==> src/rtl/tck_pkg.sv <==
package tck_pkg;
  typedef enum logic [1:0] {
    PS_DIV12 = 2'b00,
    PS_DIV4  = 2'b01,
    PS_DIV48 = 2'b10,
    PS_EXT8  = 2'b11
  } ps_sel_e;

  localparam int unsigned NUM_TMR  = 6;
  localparam int unsigned NUM_WIDE = 2;
endpackage

==> src/rtl/tck_sysdiv.sv <==
module tck_sysdiv #(
  parameter int unsigned CW = 6
) (
  input  logic          clk,
  input  logic          rst_n,
  input  logic          restart,
  input  logic [CW-1:0] ratio,
  output logic          tick
);
  logic [CW-1:0] cnt_q, cnt_d;
  logic          hit;

  always_comb begin
    hit = (cnt_q == ratio - 1'b1);
    if (restart)  cnt_d = '0;
    else if (hit) cnt_d = '0;
    else          cnt_d = cnt_q + 1'b1;
  end

  always_ff @(posedge clk or negedge rst_n) begin
    if (!rst_n) cnt_q <= '0;
    else        cnt_q <= cnt_d;
  end

  assign tick = hit & ~restart;

  p_restart_clr_r7: assert property (@(posedge clk) disable iff (!rst_n)
    restart |=> (cnt_q == '0));
  p_wrap_after_tick_r1: assert property (@(posedge clk) disable iff (!rst_n)
    tick |=> (cnt_q == '0));
endmodule

==> src/rtl/tck_extdiv.sv <==
module tck_extdiv #(
  parameter int unsigned EXT_DIV = 8,
  localparam int unsigned EW = (EXT_DIV > 1) ? $clog2(EXT_DIV) : 1
) (
  input  logic clk,
  input  logic rst_n,
  input  logic restart,
  input  logic ext_in,
  output logic tick
);
  logic          s1_q, s2_q, s3_q;
  logic          rise, hit;
  logic [EW-1:0] ec_q, ec_d;

  always_ff @(posedge clk or negedge rst_n) begin
    if (!rst_n) begin
      s1_q <= 1'b0;
      s2_q <= 1'b0;
      s3_q <= 1'b0;
    end else begin
      s1_q <= ext_in;
      s2_q <= s1_q;
      s3_q <= s2_q;
    end
  end

  always_comb begin
    rise = s2_q & ~s3_q;
    hit  = rise && (ec_q == EW'(EXT_DIV - 1));
    if (restart)    ec_d = '0;
    else if (hit)   ec_d = '0;
    else if (rise)  ec_d = ec_q + 1'b1;
    else            ec_d = ec_q;
  end

  always_ff @(posedge clk or negedge rst_n) begin
    if (!rst_n) ec_q <= '0;
    else        ec_q <= ec_d;
  end

  assign tick = hit & ~restart;

  p_tick_on_edge_r2: assert property (@(posedge clk) disable iff (!rst_n)
    tick |-> (s2_q && !s3_q));
  p_hold_no_edge_r2: assert property (@(posedge clk) disable iff (!rst_n)
    (!rise && !restart) |=> $stable(ec_q));
endmodule

==> src/rtl/tck_wide_route.sv <==
module tck_wide_route (
  input  logic split,
  input  logic ext_sel,
  input  logic lo_sel,
  input  logic hi_sel,
  input  logic alt_sys_tick,
  input  logic alt_ext_tick,
  output logic lo_en,
  output logic hi_en
);
  logic alt_tick, hi_own;

  always_comb begin
    alt_tick = ext_sel ? alt_ext_tick : alt_sys_tick;
    lo_en    = lo_sel ? 1'b1 : alt_tick;
    hi_own   = hi_sel ? 1'b1 : alt_tick;
    hi_en    = split ? hi_own : lo_en;
  end

  always_comb begin
    if (!split) p_hi_follows_lo_r5: assert (hi_en == lo_en);
  end
endmodule

==> src/rtl/tmr_tick_gen.sv <==
module tmr_tick_gen
  import tck_pkg::*;
#(
  parameter int unsigned DIV_A   = 12,
  parameter int unsigned DIV_B   = 4,
  parameter int unsigned DIV_C   = 48,
  parameter int unsigned EXT_DIV = 8,
  parameter int unsigned ALT_DIV = 12
) (
  input  logic       clk,
  input  logic       rst_n,
  input  logic       cfg_we,
  input  logic [7:0] cfg_wdata,
  input  logic       ext_clk,
  input  logic       t0_cnt_mode,
  input  logic       t1_cnt_mode,
  input  logic       t2_split,
  input  logic       t3_split,
  input  logic       t2_ext_sel,
  input  logic       t3_ext_sel,
  output logic       t0_en,
  output logic       t1_en,
  output logic       t2_lo_en,
  output logic       t2_hi_en,
  output logic       t3_lo_en,
  output logic       t3_hi_en
);
  localparam int unsigned MAXD1 = (DIV_A > DIV_B) ? DIV_A : DIV_B;
  localparam int unsigned MAXD2 = (MAXD1 > DIV_C) ? MAXD1 : DIV_C;
  localparam int unsigned MAXD  = (MAXD2 > ALT_DIV) ? MAXD2 : ALT_DIV;
  localparam int unsigned CW    = $clog2(MAXD + 1);

  // reset: asynchronous assertion, synchronous release
  logic rs1_q, rs2_q, srst_n;
  always_ff @(posedge clk or negedge rst_n) begin
    if (!rst_n) begin
      rs1_q <= 1'b0;
      rs2_q <= 1'b0;
    end else begin
      rs1_q <= 1'b1;
      rs2_q <= rs1_q;
    end
  end
  assign srst_n = rs2_q;

  // control register
  logic [7:0] cfg_q, cfg_d;
  always_comb cfg_d = cfg_we ? cfg_wdata : cfg_q;
  always_ff @(posedge clk or negedge srst_n) begin
    if (!srst_n) cfg_q <= '0;
    else         cfg_q <= cfg_d;
  end

  ps_sel_e       ps;
  logic [CW-1:0] ratio;
  logic          sys_tick, ext_tick, alt12_tick, shared_tick;

  always_comb begin
    ps = ps_sel_e'(cfg_q[1:0]);
    unique case (ps)
      PS_DIV12: ratio = CW'(DIV_A);
      PS_DIV4:  ratio = CW'(DIV_B);
      PS_DIV48: ratio = CW'(DIV_C);
      default:  ratio = CW'(DIV_A);
    endcase
  end

  tck_sysdiv #(.CW(CW)) i_shared_div (
    .clk(clk), .rst_n(srst_n), .restart(cfg_we), .ratio(ratio), .tick(sys_tick)
  );

  tck_sysdiv #(.CW(CW)) i_alt_div (
    .clk(clk), .rst_n(srst_n), .restart(1'b0), .ratio(CW'(ALT_DIV)), .tick(alt12_tick)
  );

  tck_extdiv #(.EXT_DIV(EXT_DIV)) i_ext_div (
    .clk(clk), .rst_n(srst_n), .restart(cfg_we), .ext_in(ext_clk), .tick(ext_tick)
  );

  assign shared_tick = (ps == PS_EXT8) ? ext_tick : sys_tick;

  // timers 0 and 1
  logic [1:0] nar_en, nar_sel, nar_cmode;
  assign nar_sel   = cfg_q[3:2];
  assign nar_cmode = {t1_cnt_mode, t0_cnt_mode};

  generate
    for (genvar g = 0; g < 2; g++) begin : g_nar
      always_comb begin
        if (nar_cmode[g])     nar_en[g] = 1'b0;
        else if (nar_sel[g])  nar_en[g] = 1'b1;
        else                  nar_en[g] = shared_tick;
      end
    end
  endgenerate

  assign t0_en = nar_en[0];
  assign t1_en = nar_en[1];

  // timers 2 and 3
  logic [NUM_WIDE-1:0] w_split, w_ext, w_lo_sel, w_hi_sel, w_lo_en, w_hi_en;
  assign w_split  = {t3_split, t2_split};
  assign w_ext    = {t3_ext_sel, t2_ext_sel};
  assign w_lo_sel = {cfg_q[6], cfg_q[4]};
  assign w_hi_sel = {cfg_q[7], cfg_q[5]};

  generate
    for (genvar w = 0; w < NUM_WIDE; w++) begin : g_wide
      tck_wide_route i_route (
        .split(w_split[w]), .ext_sel(w_ext[w]),
        .lo_sel(w_lo_sel[w]), .hi_sel(w_hi_sel[w]),
        .alt_sys_tick(alt12_tick), .alt_ext_tick(ext_tick),
        .lo_en(w_lo_en[w]), .hi_en(w_hi_en[w])
      );
    end
  endgenerate

  assign t2_lo_en = w_lo_en[0];
  assign t2_hi_en = w_hi_en[0];
  assign t3_lo_en = w_lo_en[1];
  assign t3_hi_en = w_hi_en[1];

  p_cnt_mode_quiet_r4: assert property (@(posedge clk) disable iff (!srst_n)
    t0_cnt_mode |-> !t0_en);
  p_bypass_every_cycle_r3: assert property (@(posedge clk) disable iff (!srst_n)
    ($past(cfg_q[3]) && cfg_q[3] && !t1_cnt_mode) |-> t1_en);
  p_single_cycle_tick_r1: assert property (@(posedge clk) disable iff (!srst_n)
    (sys_tick && ratio > CW'(1)) |=> !sys_tick);
  p_reset_quiet_r8: assert property (@(posedge clk)
    !srst_n |-> (cfg_q == 8'h00));
endmodule

==> config.mk <==
export PLATFORM = sky130hd
export DESIGN_NAME = tmr_tick_gen
export DESIGN_NICKNAME = d
export VERILOG_FILES = /design/src/rtl/tck_pkg.sv /design/src/rtl/tck_sysdiv.sv /design/src/rtl/tck_extdiv.sv /design/src/rtl/tck_wide_route.sv /design/src/rtl/tmr_tick_gen.sv
export SDC_FILE = /design/constraint.sdc
export NUM_CORES = 1
export LEC_CHECK = 0
export CORE_AREA = 2 2 55 57
export CTS_CLUSTER_SIZE = 24
export DETAILED_ROUTE_END_ITERATION = 8
export DIE_AREA = 0 0 57 59
export GPL_ROUTABILITY_DRIVEN = 0
export PLACE_DENSITY_LB_ADDON = 0.2
export SETUP_SLACK_MARGIN = 0.2
export SLEW_MARGIN = 20
export SYNTH_ARGS = -nofsm -noshare
export SYNTH_HDL_FRONTEND = slang
export SYNTH_SLANG_ARGS = --single-unit
==> constraint.sdc <==
create_clock -name clk -period 2.3 [get_ports clk]
set_clock_uncertainty 0.2 [all_clocks]
set_input_delay 0.345 -clock clk [delete_from_list [all_inputs] [get_ports clk]]
set_output_delay 0.345 -clock clk [all_outputs]
set_load 0.01 [all_outputs]
# ---- Word-level counts from Yosys, hierarchy flattened
# Cells that the tools add are included.
# Widths: inputs -> output; s select.
dict set report word_totals {
  reg_bits 28
  input_bits 18
  word_cells 46
}
dict set report classes {
  n_bitwise 5
  reduce_logical 2
  muxes 20
  eq_ne 6
  addsub 4
}
# op n
set op_table {}
lappend op_table {{$mux 6} 3}
lappend op_table {{$mux 1} 13}
lappend op_table {{$add 6x1->6 const B} 2}
lappend op_table {{$pmux 6 s2} 1}
lappend op_table {{$mux 3} 3}
lappend op_table {{$eq 6x4->1 const B} 1}
lappend op_table {{$eq 6x6->1} 1}
lappend op_table {{$sub 6x1->6 const B} 1}
lappend op_table {{$eq 2x2->1 const B} 2}
lappend op_table {{$add 3x1->3 const B} 1}
lappend op_table {{$and 1x1->1} 3}
lappend op_table {{$eq 3x3->1 const B} 1}
lappend op_table {{$reduce_bool 3->1} 1}
lappend op_table {{$eq 2x1->1 const B} 1}
lappend op_table {{$not 1->1} 2}
lappend op_table {{$logic_and 1x1->1} 1}

# ---- Longest topological paths before layout
dict set report depth {
  word_depth 8
  ltp_mapped 5
  depth_no_buf 5
}

# ---- Modules after synthesis
# From an unflattened synthesis, not the netlist that was laid out.
dict set report hier_totals {
  cells_unflattened 153
  hier_area_um2 1662.8
}
# module area_per_inst_um2 n_inst cells_each seq_area_each_um2
set by_module_without_submodules {}
lappend by_module_without_submodules {{tck_sysdiv (i_alt_div)} 456.7 1 46 150.1}
lappend by_module_without_submodules {{tck_sysdiv (i_shared_div)} 450.4 1 45 150.1}
lappend by_module_without_submodules {tmr_tick_gen 439.2 1 34 250.2}
lappend by_module_without_submodules {tck_extdiv 256.5 1 20 150.1}
lappend by_module_without_submodules {tck_wide_route 30.0 2 4 0.0}

# ---- Worst setup path before layout
# Ideal clock, no wire load.
dict set report synth_path {
  kind {register to output}
  start {register i_ext_div.ec_q[0]}
  end {output port t0_en}
  n_path_buf 0
  arrival_time_ns 1.314
  setup_slack_ns 0.441
  path_stages_with_launch 6
  cell_sequence {dfrtp_1 -> ha_1 -> ha_1 -> and4bb_2 -> a41oi_1 -> o31ai_1}
}
dict set report synth_via {
  elab_chain_cells 6
}
# item line_no
set synth_lines {}
lappend synth_lines {{start, declared} tck_extdiv.sv:13} ;# logic [EW-1:0] ec_q, ec_d;
lappend synth_lines {{start signal, assigned} tck_extdiv.sv:37} ;# if (!rst_n) ec_q <= '0;
lappend synth_lines {{start signal, assigned} tck_extdiv.sv:38} ;# else ec_q <= ec_d;
lappend synth_lines {{$eq 3x3->1} tck_extdiv.sv:29} ;# hit = rise && (ec_q == EW'(EXT_DIV - 1));
lappend synth_lines {{$logic_and 1x1->1} tck_extdiv.sv:29}
lappend synth_lines {{$and 1x1->1} tck_extdiv.sv:41} ;# assign tick = hit & ~restart;
lappend synth_lines {{$mux 1} tmr_tick_gen.sv:80} ;# assign shared_tick = (ps == PS_EXT8) ? ext_tick : sys_tick;
lappend synth_lines {{$mux 1} tmr_tick_gen.sv:91} ;# else if (nar_sel[g]) nar_en[g] = 1'b1;
lappend synth_lines {{$mux 1} tmr_tick_gen.sv:90} ;# if (nar_cmode[g]) nar_en[g] = 1'b0;
lappend synth_lines {{end, declared} tmr_tick_gen.sv:21} ;# output logic t0_en,
# Every way passes these cells.

# ---- Worst setup path after layout
dict set report layout_path {
  start {register i_ext_div.ec_q[0]}
  end {output port t1_en}
}
dict set report layout_via {
  elab_chain_cells 6
}
# item line_no
set layout_lines {}
lappend layout_lines {{$eq 3x3->1} tck_extdiv.sv:29}
lappend layout_lines {{$logic_and 1x1->1} tck_extdiv.sv:29}
lappend layout_lines {{$and 1x1->1} tck_extdiv.sv:41}
lappend layout_lines {{$mux 1} tmr_tick_gen.sv:80}
lappend layout_lines {{$mux 1} tmr_tick_gen.sv:91}
lappend layout_lines {{$mux 1} tmr_tick_gen.sv:90}
lappend layout_lines {{end, declared} tmr_tick_gen.sv:22} ;# output logic t1_en,
# Every way passes these cells.

==> reports/results.ini <==
[clock_network]
clockRootBuffer=sky130_fd_sc_hd__clkbuf_4
cts_sinks=28
clkLatencyLatePin_ns=0.32
worst_setup_hold_path_clk_slew_ns=0.14
cts_inserted_buffers=3
htree_levels=1
cts_tree=built
cts_buffer_depth=2

[critical_path]
timing_worst_setup_path_type=register to output port
critical_path.reg2reg.endpoint=i_ext_div.ec_q[0]$_DFFE_PN0P_
critical_path_peak_fanout=4
timing.critical_path.required_ns=1.75
endpoint_kind=output port
critical_path.n_buffers_inverters=1
cp-start-kind=register
timing.critical_path.slowest_stage_cell=sky130_fd_sc_hd__dfrtp_1
timing.reg2reg.setup_slack_ns=0.64
timing.critical_path.max_delay_family=flip-flops
critical_path.reg2reg.startpoint=i_ext_div.ec_q[0]$_DFFE_PN0P_
worstPathArrival_ns=1.86
r2r.worst_path.cells=5
critPathMaxStageDelay_ns=0.43
cp_cell_sequence=ha_2 -> ha_4 -> and4bb_2 -> a41oi_2 -> o31ai_2 -> buf_2

[synth]
syn-mean-instance-area_um2=11.8
yosysWarnings=0
synthTopCellsByArea=sky130_fd_sc_hd__dfrtp_1 (52%), sky130_fd_sc_hd__mux2_2 (6.6%), sky130_fd_sc_hd__ha_1 (3.7%), sky130_fd_sc_hd__nand3b_1 (3.3%), sky130_fd_sc_hd__and4bb_2 (2.8%)
ys_seq_area_frac=0.517
synth_top_cell_area_share=0.517
netlist-cell-type-count=29
synth_cells=115
ys_ff_latch=28
post_synth_instance_area_um2=1360
synthesis.nets=137
yosys.area.top_type=sky130_fd_sc_hd__dfrtp_1

[placement]
hpwl_after_detailed_placement_um=2070
io_buffers=23

[floorplanning]
fp.coreArea_um2=2710
start_util=0.500
floorplan.io_pins=24
rows=19
die_x_um=57
design.die.area_um2=3360
dieHeight_um=59

[timing]
setup_viol=6
fin_worst_hold_slack_ns=0.0300
rsz0062_at_grt=yes
clock.fmax_mhz=415
hold_viol_final=0
layout_setup_ws_ns=-0.108
layout_min_cycle_time_ns=2.41
finalMaxSlewViolations=0
finalCritPeriodShare=1.05

[global_route]
grt_util_all_layers=0.183
grt_antenna_before_repair=0
vias_in_the_first_global_route=997
global_route_wire_length_before_repair_um=4730
maximum_number_of_pins_on_one_net_before_global_route_repair=18
gr-total-overflow=0

[outcome]
violations=setup timing
status=finished, violations left

[pwr]
power_density_nw_per_um2=602
power.share.clock=0.185
power.internal_mw=0.742
power.combinational.fraction=0.245
share_seq_of_total_power=0.570
power.share.switching=0.294
p_leak_nw=0.768
p_sw_mw=0.309
peakVddDrop_uv=563

[drt]
drt.antenna.violating_nets=0
dr.pass1.iters=4
wirelength_um=2740
wl_per_cell_um=15.2
total_number_of_vias=1001
detail_route.vias_per_cell=5.56
detail_route.iter0.violations=47
drc=0

[layout]
post_route_cells_drive_above_1_share=0.262
final_nets=173
commonest_cells_after_routing_fill_and_taps_aside=sky130_fd_sc_hd__dfrtp_1 (28), sky130_fd_sc_hd__clkdlybuf4s50_1 (17), sky130_fd_sc_hd__mux2_2 (8)
n_antenna_cell=0
flow.area_growth_from_synthesis_pct=28.8
layout.cells.most_common=sky130_fd_sc_hd__dfrtp_1
finish.utilization=0.644

[job]
cap_violations=0

[hold_path]
type_of_the_most_critical_hold_path=register to async pin

-- synth_stat cells --
library cell and instances:
sky130_fd_sc_hd__a221oi_4 1, sky130_fd_sc_hd__o21ai_0 1, sky130_fd_sc_hd__nor3_1 1, sky130_fd_sc_hd__mux2_2 8, sky130_fd_sc_hd__nand3b_1 6, sky130_fd_sc_hd__mux2i_1 2, sky130_fd_sc_hd__a211o_4 1, sky130_fd_sc_hd__nor2b_1 4
sky130_fd_sc_hd__o211ai_1 2, sky130_fd_sc_hd__nand2b_1 4, sky130_fd_sc_hd__a41oi_1 2, sky130_fd_sc_hd__a22oi_2 1, sky130_fd_sc_hd__xor2_1 4, sky130_fd_sc_hd__or3_1 2, sky130_fd_sc_hd__conb_1 1, sky130_fd_sc_hd__and4b_4 1
sky130_fd_sc_hd__o31ai_1 2, sky130_fd_sc_hd__a21oi_1 7, sky130_fd_sc_hd__and2_1 1, sky130_fd_sc_hd__inv_1 4, sky130_fd_sc_hd__buf_2 1, sky130_fd_sc_hd__dfrtp_1 28, sky130_fd_sc_hd__nand3_1 6, sky130_fd_sc_hd__ha_1 4
sky130_fd_sc_hd__a21boi_1 1, sky130_fd_sc_hd__nand2_1 7, sky130_fd_sc_hd__nor2_1 6, sky130_fd_sc_hd__xnor2_1 4, sky130_fd_sc_hd__and4bb_2 3
-- repair_timing --
action,4_1_cts,5_1_grt
pin swaps,4,1
endpoints found under the setup margin,6,6
hold endpoints to repair,11,0
gates resized for setup,35,2
hold buffers,2,0
buffers inserted,2,1
-- cell families after synthesis --
| group | Yosys count | share of synthesized area |
|---|---|---|
| AND/OR/NAND/NOR | 41 | 0.184 |
| multiplexers | 10 | 0.0813 |
| adder cells (fa/ha/maj) | 4 | 0.0369 |
| flip-flops | 28 | 0.517 |
| AO/OA/AOI/OAI | 18 | 0.112 |
| XOR/XNOR | 8 | 0.0517 |
| other | 1 | 0.00277 |
| buffers and inverters | 5 | 0.0148 |
-- area by class of cell --
class                           instances  area, um2
Multi-Input combinational cell         82        689
Fill cell                             227        965
Clock buffer                            3       22.5
Tap cell                               31       38.8
Timing Repair Buffer                   32        279
Sequential cell                        28        701
Inverter                                4       15.0
-- power by group through the flow --
| stage | Clock, mW | Sequential (mW) | Combinational, mW |
|---|---|---|---|
| detailed placement | 0 | 0.609 | 0.253 |
| CTS | 0.201 | 0.598 | 0.255 |
| global route | 0.217 | 0.608 | 0.287 |
| floorplan | 0 | 0.598 | 0.164 |
| finish | 0.194 | 0.599 | 0.258 |
| global placement | 0 | 0.604 | 0.244 |
-- registers in the layout, summed over array words and instances (netlist names) --
name,count
i_alt_div.cnt_q,6
i_ext_div.ec_q,3
i_ext_div.s1_q,1
rs2_q,1
cfg_q,8
i_ext_div.s3_q,1
rs1_q,1
i_shared_div.cnt_q,6
i_ext_div.s2_q,1
-- worst reg2reg max path, delay by kind of cell, from the launching register on --
family | cells | cell delay [ns]
AO/OA/AOI/OAI | 1 | 0.13
adder cells (fa/ha/maj) | 2 | 0.36
buffers and inverters | 1 | 0.13
flip-flops | 1 | 0.43
AND/OR/NAND/NOR | 1 | 0.35
-- metrics by stage --
step	TNS (ns)	setup WS (ns)	instance area [um2]	std cells	power, mW
floorplan	0	0.441	1360	115	0.761
global placement	-0.450	-0.116	1650	172	0.848
detailed placement	-0.701	-0.222	1650	172	0.862
CTS	-0.198	-0.0791	1730	179	1.05
global route	-0.704	-0.190	1750	180	1.11
finish	-0.264	-0.108	1750	180	1.05
-- worst max path at each step --
stage,startpoint,slack (ns),endpoint,depth (start not counted)
after floorplan,i_ext_div.ec_q[0]$_DFFE_PN0P_,0.44,t0_en,5
after global placement,cfg_we,-0.12,t1_en,5
after detailed placement,cfg_we,-0.22,t1_en,5
after CTS,i_ext_div.ec_q[0]$_DFFE_PN0P_,-0.08,t1_en,6
after global routing,i_ext_div.ec_q[0]$_DFFE_PN0P_,-0.19,t1_en,6
final,i_ext_div.ec_q[0]$_DFFE_PN0P_,-0.11,t1_en,6
-- per-layer routing --
| metal | up-vias | track usage | share of wire |
|---|---|---|---|
| li1 | 476 | - | - |
| met5 | - | 0 | 0 |
| met1 | 501 | 0.227 | 0.41 |
| met3 | 2 | 0.0437 | 0.040 |
| met2 | 22 | 0.330 | 0.55 |
| met4 | 0 | 0.0299 | 0.0033 |
Note: power is estimated with default switching activity, not from simulation.
